<file path="src/rtl/march_bist_pkg.sv">
// Package: shared types for the march self-test controller.
// Assumes: four march elements, sequenced strictly in declaration order.
package march_bist_pkg;

    typedef enum logic [1:0] {
        EL_FILL0   = 2'd0,
        EL_UP_R0W1 = 2'd1,
        EL_DN_R1W0 = 2'd2,
        EL_UP_R0   = 2'd3
    } march_el_e;

    typedef enum logic [1:0] {
        ST_IDLE = 2'd0,
        ST_RUN  = 2'd1,
        ST_DONE = 2'd2
    } ctl_st_e;

endpackage

</file>
<file path="src/rtl/march_addr_gen.sv">
// Module: march_addr_gen
// Up/down address counter for the march sequencer. It can load the lowest
// or the highest address, or step by one in either direction.
// Assumes: at most one of the load/step controls is high per cycle; the
// loads take precedence when they are not.
module march_addr_gen #(
    parameter int ADDR_W = 8
) (
    input  logic              clk,
    input  logic              rst_n,
    input  logic              load_lo,
    input  logic              load_hi,
    input  logic              step_up,
    input  logic              step_dn,
    output logic [ADDR_W-1:0] addr,
    output logic              at_top,
    output logic              at_bot
);

    localparam logic [ADDR_W-1:0] ADDR_MIN = '0;
    localparam logic [ADDR_W-1:0] ADDR_MAX = '1;
    localparam logic [ADDR_W-1:0] ADDR_ONE = ADDR_W'(1);

    // Address register: load, step or hold.
    always_ff @(posedge clk) begin
        if (!rst_n) begin
            addr <= ADDR_MIN;
        end else if (load_lo) begin
            addr <= ADDR_MIN;
        end else if (load_hi) begin
            addr <= ADDR_MAX;
        end else if (step_up) begin
            addr <= addr + ADDR_ONE;
        end else if (step_dn) begin
            addr <= addr - ADDR_ONE;
        end
    end

    assign at_top = (addr == ADDR_MAX);
    assign at_bot = (addr == ADDR_MIN);

endmodule

</file>
<file path="src/rtl/march_seq.sv">
// Module: march_seq
// March element sequencer. It detects the start edge, walks the four
// elements, and issues the RAM write controls plus the compare enable and
// the expected word. A read-modify address takes two cycles: a read in
// phase 0, then in phase 1 a compare of the returned word and a write.
// Assumes: RAM read latency of exactly one cycle; address counter external.
module march_seq
    import march_bist_pkg::*;
#(
    parameter int DATA_W = 8
) (
    input  logic              clk,
    input  logic              rst_n,
    input  logic              start_i,
    input  logic              at_top,
    input  logic              at_bot,
    output logic              launch_o,
    output logic              load_lo_o,
    output logic              load_hi_o,
    output logic              step_up_o,
    output logic              step_dn_o,
    output logic              mem_we_o,
    output logic [DATA_W-1:0] mem_wdata_o,
    output logic              chk_en_o,
    output logic [DATA_W-1:0] chk_exp_o,
    output logic              done_o
);

    localparam logic [DATA_W-1:0] BG_ZERO = '0;
    localparam logic [DATA_W-1:0] BG_ONE  = '1;

    ctl_st_e   state;
    march_el_e el;
    logic      phase;
    logic      start_q;
    logic      slot_end;
    logic      el_last;

    // Previous start level, used for edge detection.
    always_ff @(posedge clk) begin
        if (!rst_n) begin
            start_q <= 1'b0;
        end else begin
            start_q <= start_i;
        end
    end

    assign launch_o = start_i & ~start_q & (state != ST_RUN);
    assign el_last  = (el == EL_DN_R1W0) ? at_bot : at_top;

    // Per-cycle RAM controls and compare request for the current element.
    always_comb begin
        slot_end    = 1'b0;
        mem_we_o    = 1'b0;
        mem_wdata_o = BG_ZERO;
        chk_en_o    = 1'b0;
        chk_exp_o   = BG_ZERO;
        if (state == ST_RUN) begin
            case (el)
                EL_FILL0: begin
                    mem_we_o = 1'b1;
                    slot_end = 1'b1;
                end
                EL_UP_R0W1: begin
                    if (phase) begin
                        mem_we_o    = 1'b1;
                        mem_wdata_o = BG_ONE;
                        chk_en_o    = 1'b1;
                        slot_end    = 1'b1;
                    end
                end
                EL_DN_R1W0: begin
                    if (phase) begin
                        mem_we_o  = 1'b1;
                        chk_en_o  = 1'b1;
                        chk_exp_o = BG_ONE;
                        slot_end  = 1'b1;
                    end
                end
                default: begin
                    if (phase) begin
                        chk_en_o = 1'b1;
                        slot_end = 1'b1;
                    end
                end
            endcase
        end
    end

    // Address counter controls at the end of each address slot.
    assign load_lo_o = launch_o |
                       (slot_end & el_last & ((el == EL_FILL0) | (el == EL_DN_R1W0)));
    assign load_hi_o = slot_end & el_last & (el == EL_UP_R0W1);
    assign step_up_o = slot_end & ~el_last & (el != EL_DN_R1W0);
    assign step_dn_o = slot_end & ~el_last & (el == EL_DN_R1W0);

    // Control state: launch, element advance, phase toggle and completion.
    always_ff @(posedge clk) begin
        if (!rst_n) begin
            state  <= ST_IDLE;
            el     <= EL_FILL0;
            phase  <= 1'b0;
            done_o <= 1'b0;
        end else if (launch_o) begin
            state  <= ST_RUN;
            el     <= EL_FILL0;
            phase  <= 1'b0;
            done_o <= 1'b0;
        end else if (state == ST_RUN) begin
            if (el != EL_FILL0) begin
                phase <= ~phase;
            end
            if (slot_end && el_last) begin
                if (el == EL_UP_R0) begin
                    state  <= ST_DONE;
                    done_o <= 1'b1;
                end else begin
                    el <= march_el_e'(el + 2'd1);
                end
            end
        end
    end

endmodule

</file>
<file path="src/rtl/march_cmp.sv">
// Module: march_cmp
// Read-data comparator. It registers a one-cycle failure strobe with the
// failing address and keeps the sticky fail flag.
// Assumes: chk_en is high only in the cycle where rdata holds the word
// read from addr; clear is the launch pulse.
module march_cmp #(
    parameter int ADDR_W = 8,
    parameter int DATA_W = 8
) (
    input  logic              clk,
    input  logic              rst_n,
    input  logic              clear,
    input  logic              chk_en,
    input  logic [DATA_W-1:0] chk_exp,
    input  logic [DATA_W-1:0] rdata,
    input  logic [ADDR_W-1:0] addr,
    output logic              err_valid,
    output logic [ADDR_W-1:0] err_addr,
    output logic              fail
);

    logic mism;

    assign mism = chk_en & (rdata != chk_exp);

    // Failure strobe, captured address and sticky fail flag.
    always_ff @(posedge clk) begin
        if (!rst_n) begin
            err_valid <= 1'b0;
            err_addr  <= '0;
            fail      <= 1'b0;
        end else begin
            err_valid <= mism;
            if (mism) begin
                err_addr <= addr;
            end
            if (clear) begin
                fail <= 1'b0;
            end else if (mism) begin
                fail <= 1'b1;
            end
        end
    end

endmodule

</file>
<file path="src/rtl/march_bist_ctrl.sv">
// Module: march_bist_ctrl (top)
// March self-test controller for a single-port synchronous RAM. It
// connects the sequencer, the address counter and the comparator.
// Assumes: the RAM returns read data one cycle after the address with the
// write enable low; the RAM itself sits outside this block.
module march_bist_ctrl #(
    parameter int ADDR_W = 8,
    parameter int DATA_W = 8
) (
    input  logic              clk,
    input  logic              rst_n,
    input  logic              start_i,
    output logic [ADDR_W-1:0] mem_addr_o,
    output logic              mem_we_o,
    output logic [DATA_W-1:0] mem_wdata_o,
    input  logic [DATA_W-1:0] mem_rdata_i,
    output logic              done_o,
    output logic              fail_o,
    output logic              err_valid_o,
    output logic [ADDR_W-1:0] err_addr_o
);

    logic              launch;
    logic              load_lo;
    logic              load_hi;
    logic              step_up;
    logic              step_dn;
    logic              at_top;
    logic              at_bot;
    logic              chk_en;
    logic [DATA_W-1:0] chk_exp;

    march_seq #(
        .DATA_W (DATA_W)
    ) u_seq (
        .clk         (clk),
        .rst_n       (rst_n),
        .start_i     (start_i),
        .at_top      (at_top),
        .at_bot      (at_bot),
        .launch_o    (launch),
        .load_lo_o   (load_lo),
        .load_hi_o   (load_hi),
        .step_up_o   (step_up),
        .step_dn_o   (step_dn),
        .mem_we_o    (mem_we_o),
        .mem_wdata_o (mem_wdata_o),
        .chk_en_o    (chk_en),
        .chk_exp_o   (chk_exp),
        .done_o      (done_o)
    );

    march_addr_gen #(
        .ADDR_W (ADDR_W)
    ) u_addr (
        .clk     (clk),
        .rst_n   (rst_n),
        .load_lo (load_lo),
        .load_hi (load_hi),
        .step_up (step_up),
        .step_dn (step_dn),
        .addr    (mem_addr_o),
        .at_top  (at_top),
        .at_bot  (at_bot)
    );

    march_cmp #(
        .ADDR_W (ADDR_W),
        .DATA_W (DATA_W)
    ) u_cmp (
        .clk       (clk),
        .rst_n     (rst_n),
        .clear     (launch),
        .chk_en    (chk_en),
        .chk_exp   (chk_exp),
        .rdata     (mem_rdata_i),
        .addr      (mem_addr_o),
        .err_valid (err_valid_o),
        .err_addr  (err_addr_o),
        .fail      (fail_o)
    );

endmodule

</file>
<file path="config.mk">
export PLATFORM = sky130hd
export DESIGN_NAME = march_bist_ctrl
export DESIGN_NICKNAME = d
export VERILOG_FILES = /design/src/rtl/march_bist_pkg.sv /design/src/rtl/march_addr_gen.sv /design/src/rtl/march_seq.sv /design/src/rtl/march_cmp.sv /design/src/rtl/march_bist_ctrl.sv
export SDC_FILE = /design/constraint.sdc
export NUM_CORES = 1
export LEC_CHECK = 0
export BUFFER_PORTS_ARGS = -buffer_cell sky130_fd_sc_hd__buf_2
export CAP_MARGIN = 20
export CORE_ASPECT_RATIO = 0.8
export CORE_MARGIN = 1
export CORE_UTILIZATION = 56
export DETAILED_ROUTE_END_ITERATION = 8
export GPL_ROUTABILITY_DRIVEN = 0
export GPL_TIMING_DRIVEN = 1
export PLACE_DENSITY = 0.81
export SYNTH_ARGS = -nofsm -noshare
export SYNTH_HDL_FRONTEND = slang
export SYNTH_SLANG_ARGS = --single-unit
</file>
<file path="constraint.sdc">
create_clock -name clk -period 5.6 [get_ports clk]
set_input_delay 1.12 -clock clk [delete_from_list [all_inputs] [get_ports clk]]
set_output_delay 1.12 -clock clk [all_outputs]
set_load 0.02 [all_outputs]
</file>
# After elaboration in Yosys (flattened, before gate mapping)
# Index checks and enable logic that the tools add are counted.
[totals]
reg_bits = 24
inputBits = 11
output_inout_bits = 28
[classes]
addsub = 3
eq_ne = 8
n_mux = 20
bitwise_logic = 16
n_reduce_logical = 15
[ops]
columns = ["cell", "n"]
rows = [
  ["two-way mux 8 bit", 8],
  ["two-way mux 1 bit", 11],
  ["AND 1 bit", 9],
  ["AND reduction 3 bit", 3],
  ["adder 8 x 1 -> 8 bit (second input constant)", 1],
  ["== test 8 bit (second input constant)", 1],
  ["logical NOT 8 bit", 1],
  ["inequality test 8 bit", 1],
  ["nonzero test 2 bit", 4],
  ["subtractor 8 x 1 -> 8 bit (second input constant)", 1],
  ["OR reduction 2 bit", 3],
  ["inverter 1 bit", 5],
  ["== test 2 x 1 -> 1 bit (second input constant)", 2],
  ["== test 2 bit (second input constant)", 2],
  ["nonzero test 3 bit", 1],
  ["adder 2 x 1 -> 2 bit (second input constant)", 1],
  ["logical NOT 2 bit", 1],
  ["inequality test 2 x 1 -> 1 bit (second input constant)", 1],
  ["inequality test 2 bit (second input constant)", 1],
  ["bitwise OR 1 bit", 2],
  ["one-hot mux 1 bit (2 select lines)", 1],
  ["AND reduction 2 bit", 1],
  ["logical AND 1 bit", 1],
]

# Depth between registers and ports, before layout
[depth]
word_depth = 8
mapped_depth = 12
ltp_nobuf = 11

# By module
# A second synthesis with hierarchy kept.
[unflattened]
hier_cells = 186
area_unflattened_um2 = 1610.3
[by_module_without_submodules]
columns = ["module", "n_inst", "cells_per_inst", "area_each_um2"]
rows = [
  ["march_addr_gen", 1, 75, 615.6],
  ["march_seq", 1, 60, 524.3],
  ["march_cmp", 1, 51, 470.5],
]

# Least setup slack after synthesis
# OpenSTA, ideal clock, no wires.
[synth_timing]
kind = "register to register"
startpoint = "register u_seq.el[0]"
endpoint = "register u_addr.addr[6]"
setup_time_ns = 0.070
arrival_ns = 3.177
slack_ns = 2.353
stages_incl_launch_ff = 12
period_less_slack_ns = 3.247
path_cell_list = "dfxtp_1 inv_1 ha_1 or4_4 and3b_4 buf_6 or2b_1 ha_1 or4b_2 o2111ai_1 mux2i_1 a21oi_1"
[synth_via]
elab_chain_cells = 7
elab_cells_between_ends = 20
[synth_lines]
columns = ["element", "line", "source"]
rows = [
  ["from (decl)", "march_seq.sv:33", "march_el_e el;"],
  ["from (signal assigned)", "march_seq.sv:118", "el <= march_el_e'(el + 2'd1);"],
  ["logical NOT 2 bit or == test 2 bit (tied branches)", "march_seq.sv:59, march_seq.sv:92, march_seq.sv:49", ""],
  ["two-way mux 1 bit, on equally long branches", "--", ""],
  ["two-way mux 1 bit or inverter 1 bit (tied branches)", "march_seq.sv:58, march_seq.sv:94, march_seq.sv:95", ""],
  ["AND 1 bit, on equally long branches", "--", ""],
  ["AND 1 bit, on equally long branches", "march_seq.sv:94, march_seq.sv:92", ""],
  ["two-way mux 8 bit or bitwise OR 1 bit (tied branches)", "march_addr_gen.sv:32, march_seq.sv:91", ""],
  ["two-way mux 8 bit or OR reduction 2 bit (tied branches)", "--", ""],
  ["to (signal assigned)", "march_addr_gen.sv:33", "addr <= addr + ADDR_ONE;"],
  ["to (signal assigned)", "march_addr_gen.sv:35", "addr <= addr - ADDR_ONE;"],
  ["to (decl)", "march_addr_gen.sv:15", "output logic [ADDR_W-1:0] addr,"],
]
# Several ways; a longest one is shown, not always the timed one.
# A chain may end at the register's enable or synchronous reset.

# Final worst setup path
# Same ends and word-level chain as after synthesis.

==> summary.txt <==
Crit end category: flip-flop
Flops & latches, synth: 24
Clock sinks: 24
DPL Wire Length: 2.39 mm
Initial antenna violation count: 0
Post CTS Setup Buffer Count: 0
Total number of vias: 1268
Reg clk slew, reported paths: 0.13 ns
Status: finished, final reports clean
Yosys warnings: 0
Worst ir drop on vdd: 201 uV
Post-Synthesis Cells: 158
RSZ-0062 raised after global routing: false
Crit path time final: 3.48 ns
Die ar.: 2810 sq um
Max-cap check violation count: 0
Worst setup SP type: flip-flop
Drt initial violations: 64
Worst Tran Pin Value: 0.498 ns
Cells after DPL: 223
CTS tree: yes
Total length of routed wires: 3.08 mm
Clk root buf: clkbuf_4
Total gr overflow: 0
Data required, critical path: 5.86 ns
Crit path DAT: 3.74 ns
Final net count: 215
Leakage: 0.797 nW
Synth unique cells: 44
Initial Util: 59.2%
H-tree lvl count: 1
CP Cell Sequence: inv_1 > ha_1 > or4_4 > and3b_4 > or2b_1 > fa_1 > a211oi_1 > or4b_2 > o2111ai_1 > mux2i_1 > a21oi_1
Highest Clock Rate: 287 MHz
Register area share after synthesis: 32.9%
Synth Net Count: 181
Worst Path Class, Setup: flip-flop to flip-flop
I/O pin cnt: 39
Via density: 5.59
Setup TNS: 0 ns
Fin. max-slew vios: 0
CTS Buffer Depth: 2
I/O Buffers: 38
CP max FO: 11
Residual DRC: 0
Wirelength per Cell: 13.6 um
Area of the core: 2460 sq um
Layout area overhead: 14.6%
First-pass GRT wire length: 4.97 mm
Die height: 47.7 um
Cell row count: 16
Post-CTS resize count: 0
Cts hold-fix bufs: 0
Final cell count without fillers: 227
Headroom to the max-slew limit: 66.8%
Layout cells sized above 1: 27.2%
Vias in the first global route: 1069
DIE WIDTH: 59.1 um
Largest net degree at the start of global routing: 15
Period Utilization, post-route: 62.1%
Endpoints failing setup: 0
CP peak stage delay: 0.64 ns
Inserted Diodes: 0
Mean Syn Cell Area: 9.23 sq um
All-Layer GR Usage: 24.0%
R2r setup slk: 2.12 ns
Hold Path Class: flip-flop to flip-flop
1st-pass router iterations: 4
Final ANT Viol Nets: 0
Hold Vio Cnt, Final: 0
CTS Buf Count: 3
Crit-path slowest cell: or4b_2
Worst Skew: 0.00463 ns
Post-Syn Area: 1460 sq um
Pwr/cell area: 249 nW/um^2
Clk Latency, worst-skew pair: 0.32 ns
[final timing paths]
kind	startpoint	to	cells past startpoint
max	u_seq.el[0]$_SDFFE_PP0P_	u_addr.addr[6]$_SDFFE_PP0P_	11
min	u_cmp.fail$_SDFFE_PP0P_	u_cmp.fail$_SDFFE_PP0P_	2
min reg2reg	u_cmp.fail$_SDFFE_PP0P_	u_cmp.fail$_SDFFE_PP0P_	2
max reg2reg	u_seq.el[0]$_SDFFE_PP0P_	u_addr.addr[6]$_SDFFE_PP0P_	11
[where the power goes]
group / switching [mW] / internal [mW]
registers: 0.00995 / 0.177
logic: 0.0591 / 0.0444
clock network: 0.0537 / 0.0725
total: 0.123 / 0.293
[cells in the mapped netlist (all sizes together)]
cell type / number / area [sq um]
or4b: 1 / 10.0
and2: 1 / 6.26
or4: 3 / 26.3
nand4: 3 / 18.8
dfxtp: 24 / 480
a211oi: 3 / 27.5
and4: 1 / 8.76
inv: 6 / 22.5
nand2b: 1 / 6.26
xnor2: 4 / 35.0
nor2: 21 / 78.8
a221oi: 1 / 15.0
ha: 11 / 138
buf: 9 / 75.1
clkinv: 1 / 3.75
nor4: 2 / 12.5
a32oi: 1 / 16.3
nand3: 5 / 25.0
fa: 1 / 20.0
o21ai: 2 / 10.0
nor2b: 1 / 6.26
a21o: 3 / 22.5
or2: 1 / 6.26
a21oi: 13 / 76.3
nand2: 5 / 21.3
o21bai: 1 / 7.51
nand3b: 1 / 7.51
a21bo: 1 / 10.0
o211ai: 2 / 15.0
mux2i: 14 / 140
and3b: 2 / 21.3
xor2: 3 / 26.3
and3: 1 / 6.26
nor3: 5 / 25.0
o2111ai: 2 / 17.5
or3: 1 / 6.26
or2b: 1 / 7.51
[metrics by stage]
| stage | setup slack [ns] | power [mW] | util, % | instance area, sq um | hold slack, ns |
|---|---|---|---|---|---|
| after global placement | 2.29 | 0.289 | 65.8 | 1620 | 0.434 |
| final | 2.12 | 0.416 | 67.9 | 1670 | 0.460 |
| after detailed placement | 2.16 | 0.292 | 65.8 | 1620 | 0.440 |
| after global routing | 1.95 | 0.442 | 67.9 | 1670 | 0.491 |
| after floorplan | 2.35 | 0.267 | - | 1460 | 0.490 |
| after CTS | 2.12 | 0.416 | 67.9 | 1670 | 0.458 |
[logic make-up after synthesis]
logic type                 after synthesis  synth area share [%]
adders and majority gates               12                  10.8
xor gates and xnor gates                 7                  4.20
muxes                                   14                  9.61
buffers and inverters                   16                  6.95
and+or+nand+nor                         56                  20.6
DFF                                     24                  32.9
AOI/OAI and AO/OA                       29                  14.9
[state kept, by name, indices dropped and copies added (netlist names)]
name,flops
u_seq.done_o,1
u_cmp.err_addr,8
u_cmp.fail,1
u_cmp.err_valid,1
u_seq.phase,1
u_addr.addr,8
u_seq.state,1
u_seq.el,2
u_seq.start_q,1
[routing by layer]
layer	global-route usage, %	vias up	share of wire [%]
li1	-	629	-
met1	33.2	588	48
met4	5.24	0	0.88
met5	0	-	0
met2	38.4	45	44
met3	5.95	6	6.6
[cells in the final DEF (no fill, tap or decap), types with 2 or more instances in the layout]
| master | synthesis | layout |
|---|---|---|
| buf_2 | 0 | 38 |
| dfxtp_1 | 24 | 24 |
| nor2_1 | 21 | 21 |
| mux2i_1 | 14 | 14 |
| a21oi_1 | 12 | 12 |
| ha_1 | 11 | 11 |
| inv_1 | 6 | 6 |
| nor3_1 | 5 | 5 |
| nand3_1 | 5 | 5 |
| nand2_1 | 4 | 4 |
| xnor2_1 | 4 | 4 |
| nand4_1 | 3 | 3 |
| a21o_1 | 3 | 3 |
| xor2_1 | 3 | 3 |
| clkbuf_4 | 0 | 3 |
| nor4_1 | 2 | 2 |
| o2111ai_1 | 2 | 2 |
| a211oi_1 | 2 | 2 |
| or4_1 | 2 | 2 |
| o211ai_1 | 2 | 2 |
[critical path, delay by kind of cell, from the launching register on]
kind | cells | cell delay [ns]
flops | 1 | 0.42
compound gates | 3 | 0.36
fa+ha+maj | 2 | 0.60
mux | 1 | 0.10
buf+inv | 1 | 0.09
simple gates | 4 | 1.85
[area by class of cell]
| cell class | instances | area [sq um] |
|---|---|---|
| Timing Repair Buffer | 38 | 190 |
| Sequential cell | 24 | 480 |
| Tap cell | 36 | 45.0 |
| Clock inverter | 1 | 30.0 |
| Multi-Input combinational cell | 118 | 877 |
| Clock buffer | 3 | 22.5 |
| Fill cell | 211 | 791 |
| Inverter | 7 | 26.3 |
Power figures use the tool's default switching activity.
